`src/rtl/sdmrs_pkg.sv`:
```
// Shared types for the SDRAM mode-register front end.
// Command codes are {cs_n, ras_n, cas_n, we_n}; the low three bits go to the pins.
package sdmrs_pkg;
    typedef enum logic [3:0] {
        CMD_MRS  = 4'b0000,
        CMD_REF  = 4'b0001,
        CMD_PALL = 4'b0010,
        CMD_ACTV = 4'b0011,
        CMD_WRIT = 4'b0100,
        CMD_READ = 4'b0101,
        CMD_NOP  = 4'b0111
    } sd_cmd_e;

    typedef enum logic [1:0] {
        ACC_NORMAL = 2'd0,
        ACC_MODE   = 2'd1,
        ACC_DROP   = 2'd2
    } acc_kind_e;

    localparam logic [1:0]  SZ_BYTE = 2'd0;
    localparam logic [1:0]  SZ_HALF = 2'd1;
    localparam logic [19:0] WIN_AREA2 = 20'hFFFFD;
    localparam logic [19:0] WIN_AREA3 = 20'hFFFFE;
endpackage

```
`src/rtl/sdmrs_win_decode.sv`:
```
// Classifies a CPU request: normal traffic, a mode-register load, or a dropped window access.
// Assumes the windows are 4 KB aligned at the package constants; the mode value is the offset scaled by bus width.
module sdmrs_win_decode
    import sdmrs_pkg::*;
#(
    parameter int SD_ADDR_W = 13,
    parameter int AREA_BIT  = 26
) (
    input  logic [31:0]          cpu_addr,
    input  logic                 cpu_we,
    input  logic [1:0]           cpu_size,
    input  logic                 cfg_valid,
    input  logic                 bus_is_16,
    output acc_kind_e            kind,
    output logic                 area,
    output logic [SD_ADDR_W-1:0] mode_val,
    output logic [SD_ADDR_W-1:0] col_addr
);
    logic [19:0] win_hi;
    logic [11:0] win_off;
    logic [11:0] scaled;
    logic        in_a2;
    logic        in_a3;

    // Split the address into window tag and offset.
    always_comb begin
        win_hi  = cpu_addr[31:12];
        win_off = cpu_addr[11:0];
        in_a2   = (win_hi == WIN_AREA2);
        in_a3   = (win_hi == WIN_AREA3);
    end

    // Scale the offset into the mode value: divide by 4 on a 32-bit bus, by 2 on a 16-bit bus.
    always_comb begin
        scaled   = bus_is_16 ? {1'b0, win_off[11:1]} : {2'b00, win_off[11:2]};
        mode_val = SD_ADDR_W'(scaled);
        col_addr = cpu_addr[2 +: SD_ADDR_W];
    end

    // Pick the access kind and the target area.
    always_comb begin
        if (in_a2 || in_a3) begin
            kind = (cpu_we && cpu_size == SZ_BYTE && cfg_valid) ? ACC_MODE : ACC_DROP;
            area = in_a3;
        end else begin
            kind = ACC_NORMAL;
            area = cpu_addr[AREA_BIT];
        end
    end
endmodule

```
`src/rtl/sdmrs_lane_mask.sv`:
```
// Builds the four active-low byte masks from the low address bits, the size and the endianness.
// Assumes halfwords are aligned on cpu_addr[1]; any size other than byte or half enables all lanes.
module sdmrs_lane_mask
    import sdmrs_pkg::*;
(
    input  logic [1:0] byte_off,
    input  logic [1:0] size,
    input  logic       endian_big,
    output logic [3:0] lanes_n
);
    logic [3:0] by_offset;
    logic [3:0] by_lane;

    // Mark which byte offsets inside the word are touched.
    always_comb begin
        case (size)
            SZ_BYTE: by_offset = 4'b0001 << byte_off;
            SZ_HALF: by_offset = 4'b0011 << {byte_off[1], 1'b0};
            default: by_offset = 4'b1111;
        endcase
    end

    // Map offsets to lanes: big-endian reverses the order, little-endian keeps it.
    always_comb begin
        for (int i = 0; i < 4; i++) begin
            by_lane[i] = endian_big ? by_offset[3-i] : by_offset[i];
        end
        lanes_n = ~by_lane;
    end
endmodule

```
`src/rtl/sdmrs_seq.sv`:
```
// Command sequencer: issues precharge-all, waits, loads the mode register, waits, then acknowledges.
// Normal accesses and dropped accesses finish in one cycle. All outputs are registered.
// Assumes PRE_CYC and POST_CYC are at least 1 and SD_ADDR_W is at least 11.
module sdmrs_seq
    import sdmrs_pkg::*;
#(
    parameter int SD_ADDR_W = 13,
    parameter int PRE_CYC   = 3,
    parameter int POST_CYC  = 4
) (
    input  logic                 clk,
    input  logic                 rst_n,
    input  logic                 req,
    input  logic                 we,
    input  acc_kind_e            kind,
    input  logic                 area,
    input  logic [SD_ADDR_W-1:0] mode_val,
    input  logic [SD_ADDR_W-1:0] col_addr,
    input  logic [3:0]           lanes_n,
    output logic [1:0]           cs_n,
    output logic                 ras_n,
    output logic                 cas_n,
    output logic                 we_n,
    output logic [SD_ADDR_W-1:0] addr,
    output logic [3:0]           dqm_n,
    output logic                 rdy
);
    localparam int MAX_WAIT = (PRE_CYC > POST_CYC) ? PRE_CYC : POST_CYC;
    localparam int CNT_W    = $clog2(MAX_WAIT + 1);

    typedef enum logic [2:0] {
        ST_IDLE, ST_PALL, ST_PRE, ST_MRS, ST_POST, ST_DONE
    } seq_state_e;

    seq_state_e           state;
    logic [CNT_W-1:0]     cnt;
    logic                 hold_area;
    logic [SD_ADDR_W-1:0] hold_mode;
    sd_cmd_e              cmd_q;

    assign ras_n = cmd_q[2];
    assign cas_n = cmd_q[1];
    assign we_n  = cmd_q[0];
    assign rdy   = (state == ST_DONE);

    // Advance the sequence and register the command, chip selects, address and masks.
    always_ff @(posedge clk) begin
        if (!rst_n) begin
            state     <= ST_IDLE;
            cnt       <= '0;
            hold_area <= 1'b0;
            hold_mode <= '0;
            cmd_q     <= CMD_NOP;
            cs_n      <= 2'b00;
            addr      <= '0;
            dqm_n     <= 4'hF;
        end else begin
            cmd_q <= CMD_NOP;
            cs_n  <= 2'b00;
            addr  <= '0;
            dqm_n <= 4'hF;
            case (state)
                ST_IDLE: begin
                    if (req) begin
                        case (kind)
                            ACC_MODE: begin
                                state     <= ST_PALL;
                                hold_area <= area;
                                hold_mode <= mode_val;
                                cmd_q     <= CMD_PALL;
                                cs_n      <= area ? 2'b01 : 2'b10;
                                addr      <= SD_ADDR_W'(1) << 10;
                            end
                            ACC_NORMAL: begin
                                state <= ST_DONE;
                                cmd_q <= we ? CMD_WRIT : CMD_READ;
                                cs_n  <= area ? 2'b01 : 2'b10;
                                addr  <= col_addr;
                                dqm_n <= lanes_n;
                            end
                            default: state <= ST_DONE;
                        endcase
                    end
                end
                ST_PALL: begin
                    state <= ST_PRE;
                    cnt   <= CNT_W'(PRE_CYC - 1);
                end
                ST_PRE: begin
                    if (cnt == '0) begin
                        state <= ST_MRS;
                        cmd_q <= CMD_MRS;
                        cs_n  <= hold_area ? 2'b01 : 2'b10;
                        addr  <= hold_mode;
                    end else begin
                        cnt <= cnt - 1'b1;
                    end
                end
                ST_MRS: begin
                    state <= ST_POST;
                    cnt   <= CNT_W'(POST_CYC - 1);
                end
                ST_POST: begin
                    if (cnt == '0) state <= ST_DONE;
                    else           cnt   <= cnt - 1'b1;
                end
                default: state <= ST_IDLE;
            endcase
        end
    end

    // the mode load is only reached from the pre-load wait.
    p_mrs_after_wait_r3: assert property (@(posedge clk) disable iff (!rst_n)
        (state == ST_MRS) |-> ($past(state) == ST_PRE));

    // precharge-all drives bit 10 high with the precharge pin pattern.
    p_pall_a10_r2: assert property (@(posedge clk) disable iff (!rst_n)
        (state == ST_PALL) |-> (addr[10] && !ras_n && cas_n && !we_n));

    // the acknowledge never lasts two cycles.
    p_rdy_pulse_r12: assert property (@(posedge clk) disable iff (!rst_n)
        rdy |=> !rdy);

    // the acknowledge after a mode load follows the post-load wait.
    p_post_wait_r7: assert property (@(posedge clk) disable iff (!rst_n)
        (state == ST_MRS) |=> (state == ST_POST && !rdy));
endmodule

```
`src/rtl/sdram_mrs_frontend.sv`:
```
// Top of the SDRAM mode-register programming front end.
// Decodes CPU requests, builds byte masks and sequences SDRAM commands for two areas.
// Assumes the CPU holds its request steady until cpu_rdy is seen.
module sdram_mrs_frontend
    import sdmrs_pkg::*;
#(
    parameter int SD_ADDR_W = 13,
    parameter int AREA_BIT  = 26,
    parameter int PRE_CYC   = 3,
    parameter int POST_CYC  = 4
) (
    input  logic                 clk,
    input  logic                 rst_n,
    input  logic                 cfg_valid,
    input  logic                 endian_big,
    input  logic                 bus_is_16,
    input  logic                 cpu_req,
    input  logic                 cpu_we,
    input  logic [1:0]           cpu_size,
    input  logic [31:0]          cpu_addr,
    output logic                 cpu_rdy,
    output logic [1:0]           sd_cs_n,
    output logic                 sd_ras_n,
    output logic                 sd_cas_n,
    output logic                 sd_we_n,
    output logic [SD_ADDR_W-1:0] sd_addr,
    output logic [3:0]           sd_dqm_n
);
    acc_kind_e            kind;
    logic                 area;
    logic [SD_ADDR_W-1:0] mode_val;
    logic [SD_ADDR_W-1:0] col_addr;
    logic [3:0]           lanes_n;

    sdmrs_win_decode #(.SD_ADDR_W(SD_ADDR_W), .AREA_BIT(AREA_BIT)) u_dec (
        .cpu_addr (cpu_addr),
        .cpu_we   (cpu_we),
        .cpu_size (cpu_size),
        .cfg_valid(cfg_valid),
        .bus_is_16(bus_is_16),
        .kind     (kind),
        .area     (area),
        .mode_val (mode_val),
        .col_addr (col_addr)
    );

    sdmrs_lane_mask u_mask (
        .byte_off  (cpu_addr[1:0]),
        .size      (cpu_size),
        .endian_big(endian_big),
        .lanes_n   (lanes_n)
    );

    sdmrs_seq #(.SD_ADDR_W(SD_ADDR_W), .PRE_CYC(PRE_CYC), .POST_CYC(POST_CYC)) u_seq (
        .clk     (clk),
        .rst_n   (rst_n),
        .req     (cpu_req),
        .we      (cpu_we),
        .kind    (kind),
        .area    (area),
        .mode_val(mode_val),
        .col_addr(col_addr),
        .lanes_n (lanes_n),
        .cs_n    (sd_cs_n),
        .ras_n   (sd_ras_n),
        .cas_n   (sd_cas_n),
        .we_n    (sd_we_n),
        .addr    (sd_addr),
        .dqm_n   (sd_dqm_n),
        .rdy     (cpu_rdy)
    );

    // any real command selects exactly one area.
    p_single_target_r6: assert property (@(posedge clk) disable iff (!rst_n)
        ({sd_ras_n, sd_cas_n, sd_we_n} != 3'b111) |-> ($countones(sd_cs_n) == 1));

    // masks stay high unless a read or write is on the pins.
    p_mask_idle_r9: assert property (@(posedge clk) disable iff (!rst_n)
        !({sd_ras_n, sd_cas_n} == 2'b10) |-> (sd_dqm_n == 4'hF));

    // a read or write enables one, two or four lanes.
    p_lane_count_r10: assert property (@(posedge clk) disable iff (!rst_n)
        ({sd_ras_n, sd_cas_n} == 2'b10) |->
        ($countones(~sd_dqm_n) == 1 || $countones(~sd_dqm_n) == 2 || $countones(~sd_dqm_n) == 4));
endmodule

```
`config.mk`:
```
export PLATFORM = sky130hd
export DESIGN_NAME = sdram_mrs_frontend
export DESIGN_NICKNAME = d
export VERILOG_FILES = /design/src/rtl/sdmrs_pkg.sv /design/src/rtl/sdmrs_win_decode.sv /design/src/rtl/sdmrs_lane_mask.sv /design/src/rtl/sdmrs_seq.sv /design/src/rtl/sdram_mrs_frontend.sv
export SDC_FILE = /design/constraint.sdc
export NUM_CORES = 1
export LEC_CHECK = 0
export BUFFER_PORTS_ARGS = -buffer_cell sky130_fd_sc_hd__buf_2
export CAP_MARGIN = 20
export CORE_MARGIN = 4
export CORE_UTILIZATION = 33
export CTS_CLUSTER_DIAMETER = 40
export CTS_CLUSTER_SIZE = 30
export DETAILED_ROUTE_END_ITERATION = 6
export MAX_ROUTING_LAYER = met4
export PLACE_DENSITY_LB_ADDON = 0.08
export SYNTH_ARGS = -nofsm -noshare
export SYNTH_HDL_FRONTEND = slang
export SYNTH_HIERARCHICAL = 1
export SYNTH_SLANG_ARGS = --single-unit
```
`constraint.sdc`:
```
create_clock -name clk -period 2.6 [get_ports clk]
set_input_delay 0.52 -clock clk [delete_from_list [all_inputs] [get_ports clk]]
set_output_delay 0.52 -clock clk [all_outputs]
set_load 0.02 [all_outputs]
```
==> flow_results.org, run 1 <==
** Power and ir drop
- Largest voltage drop on the vdd net :: a little under 0.4 mV
- In this run the static leakage power is about 0.001 uW.
- Power density relative to cell area :: between 800 and 900 nW/um^2

** Detailed routing
- Count of nets left with antenna violations after detail routing :: 0
- Detailed routing inserted a total of roughly 1800 vias.
- Drt first-iter violations :: 55
- Dividing the detail-routed wire length by the instance count gives ~13 um.
- Wire segments on met3 add up to 316 um in the final route.
- Post-detailed-route via-to-cell ratio :: 4.816
- In the detailed route, the total length drawn on met2 is ~2200 um.
- The detailed router put a total of 2354 um of wire on met1.
- Highest routing layer actually used :: met4
- DRC errors left :: 0
- Pre-Repair DR Iteration Count :: 4
- Summed over all layers, the routed wires come to between 4000 and 5000 um.

** Logic synthesis
- Dominant register cell in the synthesized netlist :: sky130_fd_sc_hd__dfxtp_1
- Of all flip-flops after synthesis, the portion carrying an async set or reset was 0%.
- Syn Inst Count :: 250
- Total of flip-flops plus latches after synthesis :: 42
- Unique cell type count in the Yosys netlist :: 48
- The mapped netlist covers between 2000 and 2500 um^2.
- In this run the mean area of a mapped cell was between 8 and 9 um^2.
- Ys Warns :: 6
- The share of the Yosys chip area taken by registers is roughly 40%.
- Yosys mapped a number of flops with a built-in enable equal to 0.

** Worst hold path
- The min-delay analysis places its worst path in the category register to register.

** Layout
- Commonest cells after routing, fill and taps aside :: sky130_fd_sc_hd__buf_2, sky130_fd_sc_hd__dfxtp_1, sky130_fd_sc_hd__nand2_1
- Fraction of layout cells with a size suffix above 1 :: approximately a third
- Footprint of the flip-flops and latches :: 840.8 um^2
- Leaving out fill and tap cells, the most frequent cell in the layout is sky130_fd_sc_hd__buf_2.
- In the final layout, the multi-input gates occupy between 1000 and 1500 um^2.
- Final layout net count :: ~340
- The repair_antennas step left the layout with diodes totalling 0.
- Number of inserted filler cells in the final layout :: 684
- Relative to the synthesized area, the layout overhead comes to 17.72%.
- Cell area after layout :: between 2000 and 3000 um^2

** Critical path
- Buffers & Inverters on Critical Path :: 1
- Maximum fanout count along the critical path :: 14
- The worst setup path is captured at a register.
- Traced cell by cell, the critical path runs through buf_2, nand4_1, or3_4, nor3_2, and3b_1, and2_1, nand2_1, a21oi_1.
- Family with the most delay on the worst path :: simple AND/OR/NAND/NOR gates
- The critical path in this run is classified as primary input to register.
- CP peak stage delay :: roughly 0.46 ns
- The worst setup path is launched from a primary input.
- At the worst endpoint, the required time is 2.82 ns.
- Critical Path Slowest Stage Cell :: sky130_fd_sc_hd__and2_1
- STA puts the critical path data arrival time at 2.20 ns.

** Timing
- Setup violators final :: 0
- Unrepaired setup endpoints after global routing :: no
- Setup total negative slack on the finished layout was measured at 0 ns.
- Minimum period implied by the final worst setup slack :: 1.984 ns
- On the final layout, the worst clock skew is 0.006724 ns.
- Final cycle utilization of the critical path :: 76.31%
- The tightest hold path in the finished design has a slack of 0.4578 ns.
- Final Hold Viols :: 0
- Number of slew-limit violations in the final report :: 0
- Highest achievable clock rate :: slightly above 500 MHz
- Tightest slew margin relative to the limit :: approximately 65%
- For the pin with the worst max-slew slack, the measured transition is 0.5205 ns.

** Clock tree
- H-tree lvl count :: 2
- CTS resizes :: 0
- After clock tree synthesis, the flow added hold-fix buffers numbering 0.
- Number of buffers created by CTS :: 5
- Root cell of the clock tree :: sky130_fd_sc_hd__clkbuf_8
- Post-CTS timing repair inserted 0 buffers for setup.
- Clock tree synthesis found a total of 42 sinks.
- Buffer levels on the longest clock path :: 2
- Clock tree from TritonCTS :: done
- Clock-pin slew was measured on the worst setup and hold paths at approximately 0.080 ns.
- Clk Latency, worst-skew pair :: about 0.29 ns

** Global route
- Combined global-route utilization of all metal layers :: 13.65%
- Entering global routing, the biggest net connects 18 pins.
- Via count of the first global-routing pass :: roughly 1800
- Initial antenna violation count :: 0
- Overall overflow remaining after global route :: 0
- The first global-routing pass estimated slightly above 8000 um of wire.

** Floorplan
- The initial utilization of the core area, before any placement, comes to between 30% and 40%.
- The floorplan step set the die height to 88.52 um.
- Core Region :: 6314 um^2
- Total die area :: roughly 7800 um^2
- The floorplan has 29 rows.
- Overall die width :: between 80 and 90 um
- Count of pins on the block boundary :: 64

** Place
- Summing all placed instances gives a cell area of roughly 2400 um^2.
- Detailed placement finished with a half-perimeter wire length of 3597 um.
- Input and output buffers added on the ports amount to between 60 and 70.
- The congestion estimate from routability-driven global placement came to between 0.7 and 0.8.

** Flow run
- Across the run, the number of max-cap violations was 0.

** Outcome
- Run status :: complete, no violations
## worst min-delay path, cell delays in order (launching register included)
cell and delay [ns]:
sky130_fd_sc_hd__dfxtp_1 0.31, sky130_fd_sc_hd__nand2_1 0.05, sky130_fd_sc_hd__a21oi_1 0.05
## flip-flops by register name (all words and copies together), names as in the netlist
name,cells
u_seq/cnt,3
u_seq/dqm_n,4
u_seq/hold_area,1
u_seq/addr,13
u_seq/hold_mode,13
u_seq/cs_n,2
u_seq/state,3
u_seq/cmd_q,3
## final timing paths
path / slack, ns / start / endpoint / depth (start not counted)
setup / recovery: 0.62 / cpu_addr[25] / u_seq/hold_mode[9]$_SDFFE_PN0P_ / 8
hold / removal: 0.46 / u_seq/hold_mode[0]$_SDFFE_PN0P_ / u_seq/hold_mode[0]$_SDFFE_PN0P_ / 2
setup reg to reg: 0.64 / u_seq/cnt[0]$_SDFFE_PN0P_ / u_seq/addr[2]$_SDFF_PN0_ / 7
hold reg to reg: 0.46 / u_seq/hold_mode[0]$_SDFFE_PN0P_ / u_seq/hold_mode[0]$_SDFFE_PN0P_ / 2
## metrics by stage
stage                     worst slack [ns]  utilization, %  cells  total power [uW]
after floorplan                     0.4511               -    251              1408
after global placement              0.3169           38.11    369              1597
after detailed placement            0.2886           38.11    369              1592
after global routing                0.4046           39.89    376              2255
after CTS                           0.5938           39.89    376              2132
final                               0.6158           39.89    376              2103
## kinds of logic after synthesis
logic type	Yosys count	share of synthesized area (%)
other	1	0.1753
multiplexers	10	5.263
buffers and inverters	35	10.12
AND/OR/NAND/NOR	105	25.79
AO/OA/AOI/OAI	52	16.96
XOR/XNOR	3	1.228
flip-flops	42	39.30
adder cells (fa/ha/maj)	2	1.169
## cell usage after synthesis, types with 7 or more instances
master | instances | area, um^2
sky130_fd_sc_hd__a22oi_1 | 7 | 52.55
sky130_fd_sc_hd__nand2_1 | 36 | 135.1
sky130_fd_sc_hd__dfxtp_1 | 42 | 840.8
sky130_fd_sc_hd__mux2_2 | 10 | 112.6
sky130_fd_sc_hd__nor2_2 | 7 | 43.79
sky130_fd_sc_hd__nor3_1 | 9 | 45.04
sky130_fd_sc_hd__buf_4 | 17 | 127.6
sky130_fd_sc_hd__nor2_1 | 22 | 82.58
sky130_fd_sc_hd__inv_1 | 7 | 26.28
sky130_fd_sc_hd__o21ai_0 | 7 | 35.03
sky130_fd_sc_hd__a21oi_1 | 19 | 95.09
## metal layers
metal	vias to the layer above	GRT usage, %
met3	3	3.724
li1	947	-
met4	0	4.121
met5	-	-
met2	58	21.21
met1	803	17.32
## cell type report
type	instances	share of cell area, %
multi-input combinational	174	43.12
sequential	42	33.38
timing repair buffer	68	14.01
tap	77	3.825
clock buffer	6	3.279
clock inverter	1	1.192
inverter	8	1.192
## power breakdown
group          switching (uW)  internal (uW)
clock network             220            307
logic                     444            310
registers                87.5            734
Power figures use the tool's default switching activity.
==> inputs of run 2 (changes only) <==
clock period = 1.9 ns   (was 2.6 ns; I/O delays follow)
==> run 2 against run 1 <==
Compared with the run above: non-clock buffer count increased by 14; critical path depth decreased by 5; worst setup slack got worse by 0.41 ns.
==> flow_results.org, run 2 (synthesis gave the netlist of run 1 again) <==
** Timing
- Setup repair after global routing left no endpoint under its margin.
- The number of pins with negative max-slew slack in the final report was 0.
- Setup violations remaining at the end of the flow were counted as 0.
- Final Hold Viols :: 0
- Worst Clk Skew :: between 0.0015 and 0.002 ns
- In the finished design, the share of the clock period the worst path needs comes to about nine tenths.
- Minimum period implied by the final worst setup slack :: approximately 1.7 ns
- Hold slack :: between 0.3 and 0.4 ns
- Highest achievable clock rate :: ~600 MHz
- In the final timing run, aggregate negative setup slack is 0 ns.
- Worst-case setup margin in the final layout :: roughly 0.21 ns

** Clock tree
- Number of buffers created by CTS :: 5
- CTS built an H-tree with a depth of 2.
- After clock tree synthesis, the clock-pin slew on the worst setup and hold paths is ~0.080 ns.
- The clock passes through at most 2 buffers.
- The cell sitting at the root of the clock tree is a sky130_fd_sc_hd__clkbuf_8.
- Clock tree synthesis found a total of between 40 and 50 sinks.
- Buffers inserted to repair hold after CTS numbered 0.
- Setup bufs post-CTS :: 0
- The later pin in the worst-skew pair is clocked with a latency of 0.29 ns.
- CTS resizes :: 0
- Clock tree from TritonCTS :: done

** Critical path
- Along the worst path, the maximum fanout reaches 12.
- Traced cell by cell, the critical path runs through nand2b_1, nor2_1, buf_2.
- CP startpoint kind :: register
- In this design, the stage delay of the slowest critical-path cell is between 0.5 and 0.6 ns.
- Required time at the worst-slack endpoint :: roughly 1.5 ns
- Critical path origin :: u_seq/state[2]$_SDFFE_PN0P_
- Type of the worst setup path :: register to primary output
- Crit path arrival time :: 1.31 ns
- The worst register-to-register path begins at u_seq/cnt[0]$_SDFFE_PN0P_.
- Critical Path Slowest Stage Cell :: sky130_fd_sc_hd__dfxtp_1
- Family with the most delay on the worst path :: flip-flops
- Counting both buffers and inverters, the worst setup path holds a total of 1.
- STA classifies the critical path endpoint as a primary output.

** Detailed routing
- Drt first-iter violations :: 43
- Dividing the detail-routed via count by the number of cells gives 4.696.
- Pre-Repair DR Iteration Count :: 4
- Post-Route WL :: 4866 um
- Total via count after detailed routing :: ~1800
- DRC errors left :: 0
- Average wire per cell in the routed design :: about 12 um
- Once detail routing completed, the nets flagged for antenna violations numbered 0.

** Place
- Cell count after placement :: 383
- Final weighted congestion of routability-driven global placement :: 0.7326
- Input/output buffers :: between 60 and 70
- Post-placement setup slack :: -0.2116 ns
- Detailed-placement wirelength estimate :: 3560 um

** Floorplan
- Initial Utilization :: between 30% and 40%
- Die height :: approximately 89 um
- Core Region :: ~6300 um^2
- Count of pins on the block boundary :: 64
- The die covers between 7000 and 8000 um^2.
- In this run the horizontal extent of the chip is a little under 90 um.
- The floorplan has 29 rows.

** Power and ir drop
- Switching share of total power :: between 30% and 40%
- The share of total power dissipated in the clock network is 23.8%.
- Across the VDD grid, the largest voltage drop is between 0.4 and 0.5 mV.
- Sequential group share of total power :: a little under two fifths
- Part of the total power dissipated in combinational logic :: 39.1%
- For this design the ratio of total power to cell area is roughly 1100 nW/um^2.
- In this run the power spent charging and discharging nets is approximately 1100 uW.
- For this design the static power due to leakage is around 0.0011 uW.
- Cell internal pwr :: between 1500 and 2000 uW

** Global route
- Combined global-route utilization of all metal layers :: 13.49%
- Global-route wire length before repair :: 8073 um
- Overall overflow remaining after global route :: 0
- Initial antenna violation count :: 0
- Via count of the first global-routing pass :: around 1700
- Entering global routing, the biggest net connects 16 pins.

** Layout
- Compared with the post-synthesis result, the final layout area differs by 24.56%.
- The post-route netlist has between 30% and 40% of its cells at a drive strength greater than 1.
- Diode insertion count for antenna repair :: 0
- For this run, the share of the core covered by cells in the final layout is between 40% and 50%.
- The library cell used most frequently in the layout, excluding fill and tap cells, is sky130_fd_sc_hd__buf_2.
- Number of non-filler instances in the completed layout :: 391
- For this run, the post-layout net count is between 300 and 400.
- Registers with the most flip-flops :: u_seq/addr (13), u_seq/hold_mode (13), u_seq/dqm_n (4)
- Fill cells in the final layout number 655.
- Commonest cells after routing, fill and taps aside :: sky130_fd_sc_hd__buf_2, sky130_fd_sc_hd__dfxtp_1, sky130_fd_sc_hd__nand2_1

** Worst hold path
- Min-Delay Startpoint :: cpu_addr[8]
- Kind of path behind the tightest hold check :: primary input to register

** Outcome
- The run finished with clean final reports.

** Flow run
- Across the run, the number of max-cap violations was 0.
==> run 2: power groups by stage <==
stage          registers (uW)  logic, uW  clock network (uW)
2_1_floorplan            1180        752                   0
3_3_place_gp             1120       1170                   0
3_5_place_dp             1110       1170                   0
4_1_cts                  1100       1170                 732
5_1_grt                  1120       1290                 765
6_report                 1100       1160                 705
==> run 2: worst paths after layout <==
path	endpoint	slack, ns	cells after the start
max	cpu_rdy	0.21	3
max reg2reg	u_seq/cs_n[1]$_SDFF_PN0_	0.32	7
min reg2reg	u_seq/hold_mode[2]$_SDFFE_PN0P_	0.46	2
min	u_seq/addr[6]$_SDFF_PN0_	0.35	3
==> run 2: per-layer routing <==
metal  share of wire (%)  track usage [%]  vias to the layer above
li1                    -                -                      975
met5                   0                -                        -
met1                  47            17.02                      795
met3                 7.4            3.631                        8
met2                  44            20.60                       58
met4                 1.4            5.082                        0
==> run 2: final cells by class <==
class | instances | area (um^2) | share of cell area (%)
clock buffer | 5 | 68.82 | 2.582
timing repair buffer | 82 | 495.5 | 18.59
clock inverter | 3 | 40.04 | 1.502
multi-input combinational | 174 | 1094 | 41.03
sequential | 42 | 840.8 | 31.55
inverter | 8 | 30.03 | 1.127
tap | 77 | 96.34 | 3.615
==> run 2: worst register-to-register path, delay by kind of cell (launching register included) <==
family | cells | cell delay [ns]
and+or+nand+nor | 3 | 0.45
DFF | 1 | 0.38
buffers and inverters | 2 | 0.25
adders and majority gates | 1 | 0.22
AOI/OAI and AO/OA | 1 | 0.16
==> run 2: stage by stage <==
step                cell area (um^2)  power, uW
floorplan                       2151       1927
global placement                2555       2294
detailed placement              2555       2280
CTS                             2664       3000
global route                    2665       3179
finish                          2665       2963
==> inputs of run 3 (changes only) <==
CTS_BUF_LIST = sky130_fd_sc_hd__clkbuf_16   (was unset)
==> run 3 against run 2 <==
Compared with the run above: sequential power about the same; wire length down 0.76%; via count down 0.98%; flip-flop and latch count unchanged; sequential share of layout area down 0.65 points; hold slack better by 0.020 ns; count of clock-buffer cells in the layout unchanged; critical path depth up 6; cell count unchanged; power up 8.2%; critical path type is now primary input to register.
==> flow_results.org, run 3 (synthesis gave the netlist of run 1 again) <==
** Outcome
- Run status :: complete, no violations

** Layout
- Fraction of layout cells with a size suffix above 1 :: 38.22%
- The top cell types in the final layout, fill and taps aside, are sky130_fd_sc_hd__buf_2, sky130_fd_sc_hd__dfxtp_1, sky130_fd_sc_hd__nand2_1.
- The final layout contains approximately 360 nets.
- Registers with the most flip-flops :: u_seq/addr (13), u_seq/hold_mode (13), u_seq/dqm_n (4)
- Cell area after layout :: about 2700 um^2
- Compared with the post-synthesis result, the final layout area differs by 27.19%.
- The library cell used most frequently in the layout, excluding fill and tap cells, is sky130_fd_sc_hd__buf_2.
- Number of non-filler instances in the completed layout :: roughly 390
- The number of antenna diodes in the final layout is 0.

** Place
- After legalization and detailed placement, the total HPWL measured 3560 um.
- Prior to clock tree synthesis, the placed netlist has a worst setup slack of -0.2116 ns.
- Area after detailed placement :: approximately 2600 um^2
- Final weighted congestion of routability-driven global placement :: 0.7326
- Cell count after placement :: around 380
- Input/output buffers :: 63

** Critical path
- For this design, the slowest cell found on the critical path is sky130_fd_sc_hd__or3_4.
- Critical path origin :: cpu_addr[25]
- Most frequent CP cell :: sky130_fd_sc_hd__nor2_1
- CP startpoint kind :: primary input
- Data on the critical path is required at its endpoint by approximately 2.1 ns.
- Slack of the worst reg-to-reg path :: between 0.3 and 0.4 ns
- The worst register-to-register path begins at u_seq/cnt[0]$_SDFFE_PN0P_.
- Type of the worst setup path :: primary input to register
- Of all nets on the critical path, the largest fanout is 3.
- The worst register-to-register path ends at u_seq/cs_n[1]$_SDFF_PN0_.
- Critical Path End :: u_seq/cs_n[0]$_SDFF_PN0_
- On the worst path, the slowest cell contributes a delay of roughly 0.43 ns.
- The number of cells on the worst reg-to-reg path is 7.
- Traced cell by cell, the critical path runs through buf_2, nand4_1, or3_4, nor3b_2, nand2b_1, buf_4, nor2_1, a22oi_1, nor2_1.
- Data on the critical path arrives at its endpoint at 1.88 ns.
- Sort of element at the end of the critical path :: register

** Worst hold path
- The worst hold path passes through 3 cells.
- Kind of path behind the tightest hold check :: primary input to register

** Global route
- For this run the aggregate overflow at the end of global routing stands at 0.
- Entering global routing, the biggest net connects 16 pins.
- Combined global-route utilization of all metal layers :: a little over an eighth
- Via count of the first global-routing pass :: 1718
- Initial antenna violation count :: 0
- The first global-routing pass estimated around 8000 um of wire.

** Floorplan
- After floorplanning, the core was divided into 29 placement rows.
- Count of pins on the block boundary :: between 60 and 70
- In this run the standard cell core region covers ~6300 um^2.
- Total die area :: about 8000 um^2
- Die height :: 88.52 um
- Initial Utilization :: roughly 34%
- From left edge to right edge, the die measures 88.52 um.

** Detailed routing
- Dividing the detail-routed via count by the number of cells gives between 4 and 5.
- Total via count after detailed routing :: ~1800
- Average wire per cell in the routed design :: 12.35 um
- For this run, design rule violations remaining after detail routing come to 0.
- Drt first-iter violations :: 38
- Pre-Repair DR Iteration Count :: 4
- The final layout contains routed wiring with a total length of 4829 um.
- Count of nets left with antenna violations after detail routing :: 0

** Clock tree
- TritonCTS built the clock tree.
- Gates resized during post-CTS repair numbered 0.
- Number of buffers created by CTS :: 5
- Clk Latency, worst-skew pair :: about 0.27 ns
- After clock tree synthesis, the flow added hold-fix buffers numbering 0.
- The H-tree was split into 2 levels.
- Root cell of the clock tree :: sky130_fd_sc_hd__clkbuf_16
- Buffer levels on the longest clock path :: 2
- Register clock-pin slew on the reported worst setup and hold paths :: about 0.060 ns
- The number of setup buffers added after CTS is 0.
- Clock Sinks :: 42

** Timing
- Static timing analysis puts the maximum clock frequency at 582.3 MHz.
- Worst Clk Skew :: 0.003012 ns
- Worst-case setup margin in the final layout :: between 0.15 and 0.2 ns
- Unrepaired setup endpoints after global routing :: no
- The number of hold violations in the final report came to 0.
- The number of pins with negative max-slew slack in the final report came to 0.
- Hold is met by 0.3736 ns.
- Setup violators final :: 0
- The worst path needs 1.717 ns of the cycle, external delays included.
- Dividing the final minimum period by the clock period gives approximately nine tenths.

** Power and ir drop
- IR analysis of the VDD net gives a maximum drop of 0.5109 mV.
- Power density relative to cell area :: ~1200 nW/um^2
- For this design the static power due to leakage is about 0.0011 uW.

** Flow run
- Max cap viols :: 0
-- run 3: cell types whose count changed in the layout (fill, tap and decap cells not counted) --
cell | before | now
sky130_fd_sc_hd__clkbuf_8 | 5 | 0
sky130_fd_sc_hd__clkbuf_16 | 0 | 5
-- run 3: power breakdown --
part	internal, uW	switching [uW]	leakage, uW	total, uW
sequential	1010	94.9	0.000341	1100
clock	615	334	0.0000836	948
combinational	512	646	0.000694	1160
-- run 3: area by class of cell --
class,count,area [um^2]
clock inverter,3,40.04
sequential,42,840.8
inverter,8,30.03
multi-input combinational,174,1094
fill,647,3592
tap,77,96.34
timing repair buffer,82,495.5
clock buffer,5,125.1
-- run 3: metal layers --
layer / GRT usage, % / vias up / share of wire, %
li1: - / 978 / -
met1: 17.25 / 787 / 49
met2: 20.26 / 49 / 44
met3: 3.166 / 4 / 5.9
met4: 4.670 / 0 / 1.1
met5: - / - / 0
-- run 3: worst max-delay path, delay by kind of cell --
| family | cells | cell delay (ns) |
|---|---|---|
| buffers and inverters | 2 | 0.21 |
| AND/OR/NAND/NOR | 6 | 1.06 |
| AO/OA/AOI/OAI | 1 | 0.22 |
-- run 3: metrics by stage --
step | TNS [ns] | power, uW | utilization, %
floorplan | 0 | 1927 | -
global placement | -2.801 | 2294 | 40.47
detailed placement | -3.486 | 2280 | 40.47
CTS | 0 | 3246 | 43.08
global route | 0 | 3428 | 43.10
finish | 0 | 3207 | 43.10
-- run 3: worst min path at each step --
stage	start	to
6_report	cpu_addr[11]	u_seq/addr[9]$_SDFF_PN0_
5_1_grt	cpu_addr[6]	u_seq/addr[4]$_SDFF_PN0_
4_1_cts	cpu_addr[5]	u_seq/addr[3]$_SDFF_PN0_
3_5_place_dp	u_seq/hold_mode[2]$_SDFFE_PN0P_	u_seq/hold_mode[2]$_SDFFE_PN0P_
3_3_place_gp	u_seq/hold_mode[2]$_SDFFE_PN0P_	u_seq/hold_mode[2]$_SDFFE_PN0P_
2_1_floorplan	u_seq/hold_mode[10]$_SDFFE_PN0P_	u_seq/addr[10]$_SDFF_PN0_
